**config.mk**
```make
export PLATFORM = sky130hd
export DESIGN_NAME = taint_logic_unit
export DESIGN_NICKNAME = d
export VERILOG_FILES = /design/src/rtl/taint_logic_pkg.sv /design/src/rtl/taint_logic_ctrl.sv /design/src/rtl/taint_logic_datapath.sv /design/src/rtl/taint_logic_unit.sv
export SDC_FILE = /design/constraint.sdc
export NUM_CORES = 1
export LEC_CHECK = 0
export CORE_UTILIZATION = 29
export DETAILED_ROUTE_END_ITERATION = 6
export GPL_TIMING_DRIVEN = 0
export PLACE_DENSITY = 0.77
export SETUP_SLACK_MARGIN = 0.3
export SYNTH_ARGS = -nofsm -noshare
export SYNTH_HDL_FRONTEND = slang
export SYNTH_SLANG_ARGS = --single-unit
```
**constraint.sdc**
```tcl
create_clock -name vclk -period 1
set_input_delay 0.2 -clock vclk [all_inputs]
set_output_delay 0.2 -clock vclk [all_outputs]
set_load 0.03 [all_outputs]
```
**src/rtl/taint_logic_pkg.sv**
```systemverilog
package taint_logic_pkg;

  typedef enum logic [1:0] {
    OP_AND  = 2'd0,
    OP_OR   = 2'd1,
    OP_NOT  = 2'd2,
    OP_PASS = 2'd3
  } opSel_e;

  typedef struct packed {
    logic selAnd;
    logic selOr;
    logic selNot;
    logic selPass;
    logic takeConst;
  } ctrlStrobes_t;

endpackage

```
**src/rtl/taint_logic_ctrl.sv**
```systemverilog
module taint_logic_ctrl
  import taint_logic_pkg::*;
(
  input  logic [1:0]   opCode,
  input  logic         useConst,
  output ctrlStrobes_t strobes
);

  opSel_e opSel;

  always_comb begin
    opSel = opSel_e'(opCode);
    strobes = '0;
    strobes.takeConst = useConst;
    case (opSel)
      OP_AND:  strobes.selAnd  = 1'b1;
      OP_OR:   strobes.selOr   = 1'b1;
      OP_NOT:  strobes.selNot  = 1'b1;
      default: strobes.selPass = 1'b1;
    endcase
  end

  // exactly one operation strobe is active for each opcode
  always_comb begin
    p_onehot_sel_r7: assert ($countones({strobes.selAnd, strobes.selOr,
                                         strobes.selNot, strobes.selPass}) == 1)
      else $error("operation strobes not one-hot");
  end

endmodule

```
**src/rtl/taint_logic_datapath.sv**
```systemverilog
module taint_logic_datapath
  import taint_logic_pkg::*;
#(
  parameter int          WIDTH         = 8,
  parameter logic [WIDTH-1:0] CONST_VAL = '0,
  parameter bit          CONST_TAINTED = 1'b0
) (
  input  ctrlStrobes_t     strobes,
  input  logic [WIDTH-1:0] opA,
  input  logic [WIDTH-1:0] opAT,
  input  logic [WIDTH-1:0] opB,
  input  logic [WIDTH-1:0] opBT,
  output logic [WIDTH-1:0] resY,
  output logic [WIDTH-1:0] resYT
);

  localparam logic [WIDTH-1:0] CONST_TAINT_WORD = {WIDTH{CONST_TAINTED}};

  logic [WIDTH-1:0] effB;
  logic [WIDTH-1:0] effBT;
  logic [WIDTH-1:0] andY;
  logic [WIDTH-1:0] andT;
  logic [WIDTH-1:0] orY;
  logic [WIDTH-1:0] orT;

  // operand B source: pins or parameter constant
  assign effB  = strobes.takeConst ? CONST_VAL        : opB;
  assign effBT = strobes.takeConst ? CONST_TAINT_WORD : opBT;

  // per-bit shadow logic
  for (genvar i = 0; i < WIDTH; i++) begin : g_bit
    assign andY[i] = opA[i] & effB[i];
    assign andT[i] = (opA[i] & effBT[i]) | (effB[i] & opAT[i]) | (opAT[i] & effBT[i]);
    assign orY[i]  = opA[i] | effB[i];
    assign orT[i]  = (~opA[i] & effBT[i]) | (~effB[i] & opAT[i]) | (opAT[i] & effBT[i]);
  end

  // result select
  always_comb begin
    resY  = opA;
    resYT = opAT;
    if (strobes.selAnd) begin
      resY  = andY;
      resYT = andT;
    end else if (strobes.selOr) begin
      resY  = orY;
      resYT = orT;
    end else if (strobes.selNot) begin
      resY  = ~opA;
      resYT = opAT;
    end
  end

  always_comb begin
    if (strobes.selNot) begin
      p_not_taint_r4: assert (resYT == opAT && resY == ~opA)
        else $error("NOT result or taint wrong");
    end
    if (strobes.selPass) begin
      p_pass_through_r5: assert (resYT == opAT && resY == opA)
        else $error("pass result or taint wrong");
    end
    if (strobes.selAnd) begin
      // a clean zero on A forces a clean zero out
      p_and_mask_r2: assert (((~opA & ~opAT) & (resY | resYT)) == '0)
        else $error("AND masking violated");
    end
    if (strobes.selOr) begin
      // a clean one on A forces a clean one out
      p_or_mask_r3: assert (((opA & ~opAT) & (~resY | resYT)) == '0)
        else $error("OR masking violated");
    end
    if (strobes.takeConst && !CONST_TAINTED && (strobes.selAnd || strobes.selOr)) begin
      p_const_clean_r6: assert ((resYT & ~opAT) == '0)
        else $error("clean constant produced taint");
    end
  end

endmodule

```
**src/rtl/taint_logic_unit.sv**
```systemverilog
module taint_logic_unit
  import taint_logic_pkg::*;
#(
  parameter int               WIDTH         = 8,
  parameter logic [WIDTH-1:0] CONST_VAL     = '0,
  parameter bit               CONST_TAINTED = 1'b0
) (
  input  logic [WIDTH-1:0] opA,
  input  logic [WIDTH-1:0] opAT,
  input  logic [WIDTH-1:0] opB,
  input  logic [WIDTH-1:0] opBT,
  input  logic [1:0]       opCode,
  input  logic             useConst,
  output logic [WIDTH-1:0] resY,
  output logic [WIDTH-1:0] resYT
);

  ctrlStrobes_t strobes;

  taint_logic_ctrl ctrl_i (
    .opCode   (opCode),
    .useConst (useConst),
    .strobes  (strobes)
  );

  taint_logic_datapath #(
    .WIDTH         (WIDTH),
    .CONST_VAL     (CONST_VAL),
    .CONST_TAINTED (CONST_TAINTED)
  ) dp_i (
    .strobes (strobes),
    .opA     (opA),
    .opAT    (opAT),
    .opB     (opB),
    .opBT    (opBT),
    .resY    (resY),
    .resYT   (resYT)
  );

endmodule

```
==> results of run 1 <==
-- kinds of logic after synthesis --
group	after synthesis
simple gates	21
buf+inv	14
compound gates	56
-- cell usage after synthesis (all sizes together) --
cell type / number / share of area (%)
clkbuf: 1 / 0.68
o21ai: 9 / 8.1
o221ai: 7 / 11
o211ai: 1 / 1.4
clkinv: 1 / 0.68
buf: 3 / 3.8
nor2: 1 / 1.1
nand3: 7 / 6.3
o22ai: 8 / 9.1
nand2: 2 / 1.4
nor3b: 2 / 3.6
nor3: 1 / 1.8
a41oi: 1 / 1.6
or3b: 8 / 13
a21oi: 15 / 14
a31oi: 15 / 17
inv: 9 / 6.1
-- per-stage QoR --
step / instances / instance area [µm²] / setup TNS [ns] / hold slack (ns) / utilization, %
after global placement: 167 / 1420 / -24.08 / 1.62 / 80.6
after detailed placement: 167 / 1420 / -24.32 / 1.62 / 80.6
after floorplan: 91 / 880 / -1.74 / 0.553 / -
after CTS: 181 / 1700 / -6.50 / 0.858 / 96.2
-- repair_timing --
item	in CTS
gates resized for setup	197
setup endpoints to repair	16
cloned	2
buffers inserted	12
pin swaps	26
==> flow_summary.ini, run 1 <==
[status]
error_line = [ERROR DPL-0038] Utilization greater than 100%, impossible to legalize
status = did not finish
lastStage = global routing

[floorplanning]
initial_core_util_pct = 31.3
row_count = 15
die_h_um = 45.7
die_w_um = 45.7
io-pin-count = 51

[timing]
crit_endpoint = resYT[3]
worst-ep-kind = output port

[place]
dp_slack_ns = -1.70
io_buffer_count = 51
dp_hpwl_um = 1860
gp_congestion = 0.700

[synthesis]
avgSynthCellArea_um2 = 6.08
ys_types = 20
synth-simple-area-share_pct = 26.9
ys_seq_area_share_pct = 0
synth_area_um2 = 553
synth_mux_area_share_pct = 0
syn_nets = 126
synth_compound_area_share_pct = 61.8
synthXorXnorAreaFrac_pct = 0
synthCells = 91
yosysWarnings = 0
yosys.area_share.adder_pct = 0
synth_top_family_by_area = compound AO/OA/AOI/OAI gates

[cts]
postCtsHoldBufs = 0

[grt]
grt_max_degree = 11
==> run 2, diff against run 1 <==
CORE_AREA = 2 2 63 65   (was not set)
CORE_UTILIZATION = not set   (was 29)
DIE_AREA = 0 0 65 67   (was not set)
PLACE_DENSITY = not set   (was 0.77)
PLACE_DENSITY_LB_ADDON = 0.15   (was not set)
SETUP_SLACK_MARGIN = not set   (was 0.3)
clock period = 1.3 ns   (was 1 ns; I/O delays follow)
==> run 2 against run 1 <==
The flow now finishes, with violations (setup timing). Area after synthesis is the same. Synthesized cell count unchanged.
==> flow_summary.ini, run 2 <==
[status]
status = finished with violations
violations = setup timing

[setup_path]
slowest_delay_ns = 0.37
crit_path_max_fanout = 5
crit_type = primary input to output pin
cpMaxStageDelayCell = or3b_4
critical_path.cell_chain = buf_12 -> buf_8 -> or3b_4 -> a21oi_2 -> o22ai_2 -> buf_6
worstPathRequired_ns = 1.04
critPathCaptureType = output pin
arrival_ns = 1.27
worstSetupStartpointType = primary input

[flow_run]
drv_cap = 0

[floorplanning]
core-area_mm2 = 0.00361
die_w_um = 65
io-pin-count = 51
die_h_um = 67
initial_core_util_pct = 15.3
row_count = 22
die_area_mm2 = 0.00436

[power]
power_frac_clock_pct = 0
max-vdd-ir-drop_mv = 0.124
power_switching_mw = 0.312
p_seq_share_pct = 0
combinationalPowerShare_pct = 100.0
p_total_mw = 0.590
internal_power_mw = 0.278
switching_share_pct = 52.9
p_per_area_mw_per_mm2 = 407
p_leak_nw = 0.556

[place]
dp_slack_ns = -1.35
dp_hpwl_um = 2120
place_area_mm2 = 0.00122
dp.cells = 190
io_buffer_count = 51
gp_congestion = 0.704

[cells_and_area]
drive_gt1_share_pct = 56.7
antenna_cells = 0
final_common_cell = buf_6
design.seq.count = 0
final_cell_area_mm2 = 0.00145
final-seq-area_um2 = 0
fillers = 380
finalNonFillerCells = 198
nets = 187
area_growth_pct = 162
final_cell_mix = buf_6 (23), a31oi_1 (14), a21oi_2 (12), inv_1 (9)
fin_util_pct = 40.2
multiInputGateArea_um2 = 712
clkbuf_count = 0

[timing]
max_freq_ghz = 0.654
post-route-period-util_pct = 118
fin_setup_tns_ns = -2.03
rsz0062_at_grt = true
max_slew_margin_pct = 76.5
hold_violations = 0
worst_pin_slew_ns = 0.353
setup_viol = 16
finalCriticalPeriod_ns = 1.53
fin_ws_ns = -0.230
whs_ns = 0.940
drv_slew = 0

[drt]
drtIter0Drc = 49
post_drt_via_cell_ratio = 5.27
firstDrtPassIters = 4
wire_per_inst_um = 16.1
drt_wl_total_um = 3200
vias = 1044
ant_nets = 0
drc = 0

[grt]
grt_usage_pct = 14.6
grt_antenna_before_repair = 0
grt_pass1_vias = 1057
grt_overflow = 0
grt_pass1_wl_um = 4970
grt_max_degree = 11

[synthesis]
synth_top_area_share_pct = 17.0
yosys.area_share.adder_pct = 0
synth_compound_area_share_pct = 61.8
synthXorXnorAreaFrac_pct = 0
synth_mux_area_share_pct = 0
ys_types = 20
yosysWarnings = 0
avgSynthCellArea_um2 = 6.08
synth_top_family_by_area = compound AO/OA/AOI/OAI gates
ys_seq_area_share_pct = 0
synth_area_leaders = a31oi_1 (17%), a21oi_1 (14%), or3b_1 (13%), o221ai_1 (11%), o22ai_1 (9.0%)
synthCells = 91
syn_nets = 126
synth_area_um2 = 553
synth_largest_area_cell = a31oi_1
synth_top_cells_by_count = a21oi_1 (15), a31oi_1 (15), inv_1 (9)
synth-simple-area-share_pct = 26.9

[cts]
postCtsHoldBufs = 0

[worst_hold_path]
hold_class = primary input to output pin
hold_depth = 4
## run 2: final timing paths
path | from | endpoint | slack (ns)
worst max-delay path | useConst | resYT[1] | -0.23
worst min-delay path | opB[1] | resY[1] | 0.94
## run 2: critical path, delay by kind of cell
family | cells | cell delay, ns
AO/OA/AOI/OAI | 2 | 0.26
buffers and inverters | 3 | 0.37
AND/OR/NAND/NOR | 1 | 0.37
## run 2: layout make-up
cell class / count / share of cell area, %
multi-input combinational: 77 / 49.1
timing repair buffer: 59 / 40.3
tap: 48 / 4.14
buffer: 4 / 3.54
inverter: 10 / 2.93
## run 2: per-layer routing
layer  routed length (µm)  up-vias  global-route usage, %
li1                     -      497                      -
met3                  183        8                   1.18
met2                 1620       43                   26.4
met1                 1340      496                   17.8
met5                    0        -                      0
met4                   59        0                   5.59
## run 2: timing repair
item / 4_1_cts / 5_1_grt
pin swaps: 36 / 11
cloned: 2 / 0
setup buffers: 6 / 0
hold endpoints to repair: 0 / 0
setup endpoints to repair: 16 / 16
gates resized for setup: 232 / 18
## run 2: power by group through the flow
stage	registers, mW	logic (mW)	clock network (mW)
finish	0	0.590	0
detailed placement	0	0.509	0
floorplan	0	0.245	0
global route	0	0.626	0
global placement	0	0.502	0
CTS	0	0.569	0
## run 2: logic make-up after synthesis
| kind of cell | count (synthesis) |
|---|---|
| buf+inv | 14 |
| simple gates | 21 |
| compound gates | 56 |
No activity file was read; power rests on OpenSTA's default activity.
==> run 3, diff against run 2 <==
--- a/config.mk
+++ b/config.mk
@@ -11,4 +11,5 @@
 export GPL_TIMING_DRIVEN = 0
 export PLACE_DENSITY_LB_ADDON = 0.15
+export SLEW_MARGIN = 20
 export SYNTH_ARGS = -nofsm -noshare
 export SYNTH_HDL_FRONTEND = slang
==> constraint.sdc (replaced) <==
create_clock -name vclk -period 1.3
set_input_delay 0.39 -clock vclk [all_inputs]
set_output_delay 0.39 -clock vclk [all_outputs]
set_load 0.03 [all_outputs]
==> run 3 against run 2 <==
The flow still finishes with violations (setup timing). Sequential cell count stayed put. Power rose by 18%. Routed wire length is 1.8% higher. Sequential share of layout area did not move. Critical path type unchanged. Combinational power grew 18%. Core utilization rose by 7.3 points.
==> flow_summary.ini, run 3 (synthesized netlist as in run 2, its figures left out) <==
[place]
dp_slack_ns = -1.70
gp_congestion = 0.798
place_area_mm2 = 0.00139
io_buffer_count = 51
dp_hpwl_um = 2270
dp.cells = 190

[setup_path]
crit_end = resYT[5]
arrival_ns = 1.44
crit_type = primary input to output pin
crit_path_max_fanout = 5
worstSetupStartpointType = primary input
critical_path.cell_chain = buf_12 -> buf_8 -> or3b_4 -> a21oi_2 -> o22ai_4 -> buf_6
critPathCaptureType = output pin
cpMaxStageDelayCell = or3b_4
worstPathRequired_ns = 0.91
slowest_delay_ns = 0.38
critPathLaunch = useConst

[cells_and_area]
final_cell_mix = buf_6 (21), a21oi_2 (12), a31oi_2 (9), clkbuf_2 (9)
clkbuf_count = 0
fillers = 367
design.seq.count = 0
drive_gt1_share_pct = 69.7
nets = 192
fin_util_pct = 47.5
final_common_cell = buf_6
finalNonFillerCells = 203
area_growth_pct = 210
antenna_cells = 0
final_cell_area_mm2 = 0.00171
final-seq-area_um2 = 0

[grt]
grt_antenna_before_repair = 0
grt_pass1_wl_um = 5330
grt_usage_pct = 15.3
grt_pass1_vias = 1138
grt_overflow = 0
grt_max_degree = 11

[power]
p_per_area_mw_per_mm2 = 408
max-vdd-ir-drop_mv = 0.178
p_leak_nw = 0.602

[floorplanning]
row_count = 22
die_w_um = 65
die_area_mm2 = 0.00436
die_h_um = 67
core-area_mm2 = 0.00361
io-pin-count = 51
initial_core_util_pct = 15.3

[drt]
ant_nets = 0
vias = 1043
post_drt_via_cell_ratio = 5.14
drtIter0Drc = 32
wire_per_inst_um = 16.0
firstDrtPassIters = 2
drt_wl_total_um = 3250
drc = 0

[status]
violations = setup timing
status = finished with violations

[timing]
post-route-period-util_pct = 141
fin_setup_tns_ns = -7.08
finalCriticalPeriod_ns = 1.83
rsz0062_at_grt = true
max_slew_margin_pct = 76.4
hold_violations = 0
max_freq_ghz = 0.547
worst_pin_slew_ns = 0.350
fin_ws_ns = -0.528
drv_slew = 0
setup_viol = 16

[flow_run]
drv_cap = 0

[worst_hold_path]
hold_class = primary input to output pin
## run 3: changes by cell type in the layout (fill, tap and decap cells not counted), sizes merged
| cell | change |
|---|---|
| clkbuf | +8 |
| clkdlybuf4s15 | -3 |
| buf | +1 |
| clkinvlp | +1 |
| dlymetal6s2s | -1 |
| inv | -1 |
## run 3: layer usage
layer,GRT usage (%),up-vias,wire [µm]
li1,-,512,-
met5,0,-,0
met2,31.6,27,1820
met1,17.9,504,1280
met3,1.18,0,145
met4,0,0,0
## run 3: final cells by class
class / instances / area (µm²) / area share, %
repair buffers: 64 / 651 / 38.0
plain buffers: 4 / 57.6 / 3.36
inverters: 10 / 46.3 / 2.70
multi-input cells: 77 / 898 / 52.4
well taps: 48 / 60.1 / 3.51
## run 3: per-stage QoR
stage | hold WS (ns) | power (mW)
2_1_floorplan | 0.933 | 0.317
3_3_place_gp | 1.99 | 0.582
3_5_place_dp | 2.00 | 0.590
4_1_cts | 1.21 | 0.677
5_1_grt | 1.21 | 0.741
6_report | 1.18 | 0.699
## run 3: critical path, delay by kind of cell
kind,cells,cell delay [ns]
simple gates,1,0.38
compound gates,2,0.27
buf+inv,3,0.39
## run 3: worst min-delay path by stage
stage | from | to | slack [ns] | cells after the start
2_1_floorplan | opA[4] | resY[4] | 0.93 | 1
3_3_place_gp | opA[6] | resY[6] | 1.99 | 3
3_5_place_dp | opB[3] | resY[3] | 2.00 | 4
4_1_cts | opB[7] | resY[7] | 1.21 | 4
5_1_grt | opB[3] | resY[3] | 1.21 | 4
6_report | opB[3] | resY[3] | 1.18 | 4
## run 3: power breakdown
| group | leakage [nW] | total (mW) | internal [mW] | switching (mW) |
|---|---|---|---|---|
| clock network | 0 | 0 | 0 | 0 |
| logic | 0.602 | 0.699 | 0.337 | 0.361 |
| registers | 0 | 0 | 0 | 0 |
| total | 0.602 | 0.699 | 0.337 | 0.361 |
## run 3: repair_timing
item	in CTS	in global routing
gates resized for setup	213	33
cloned	2	0
hold buffers	0	0
setup endpoints to repair	16	16
setup buffers	9	3
pin swaps	23	20
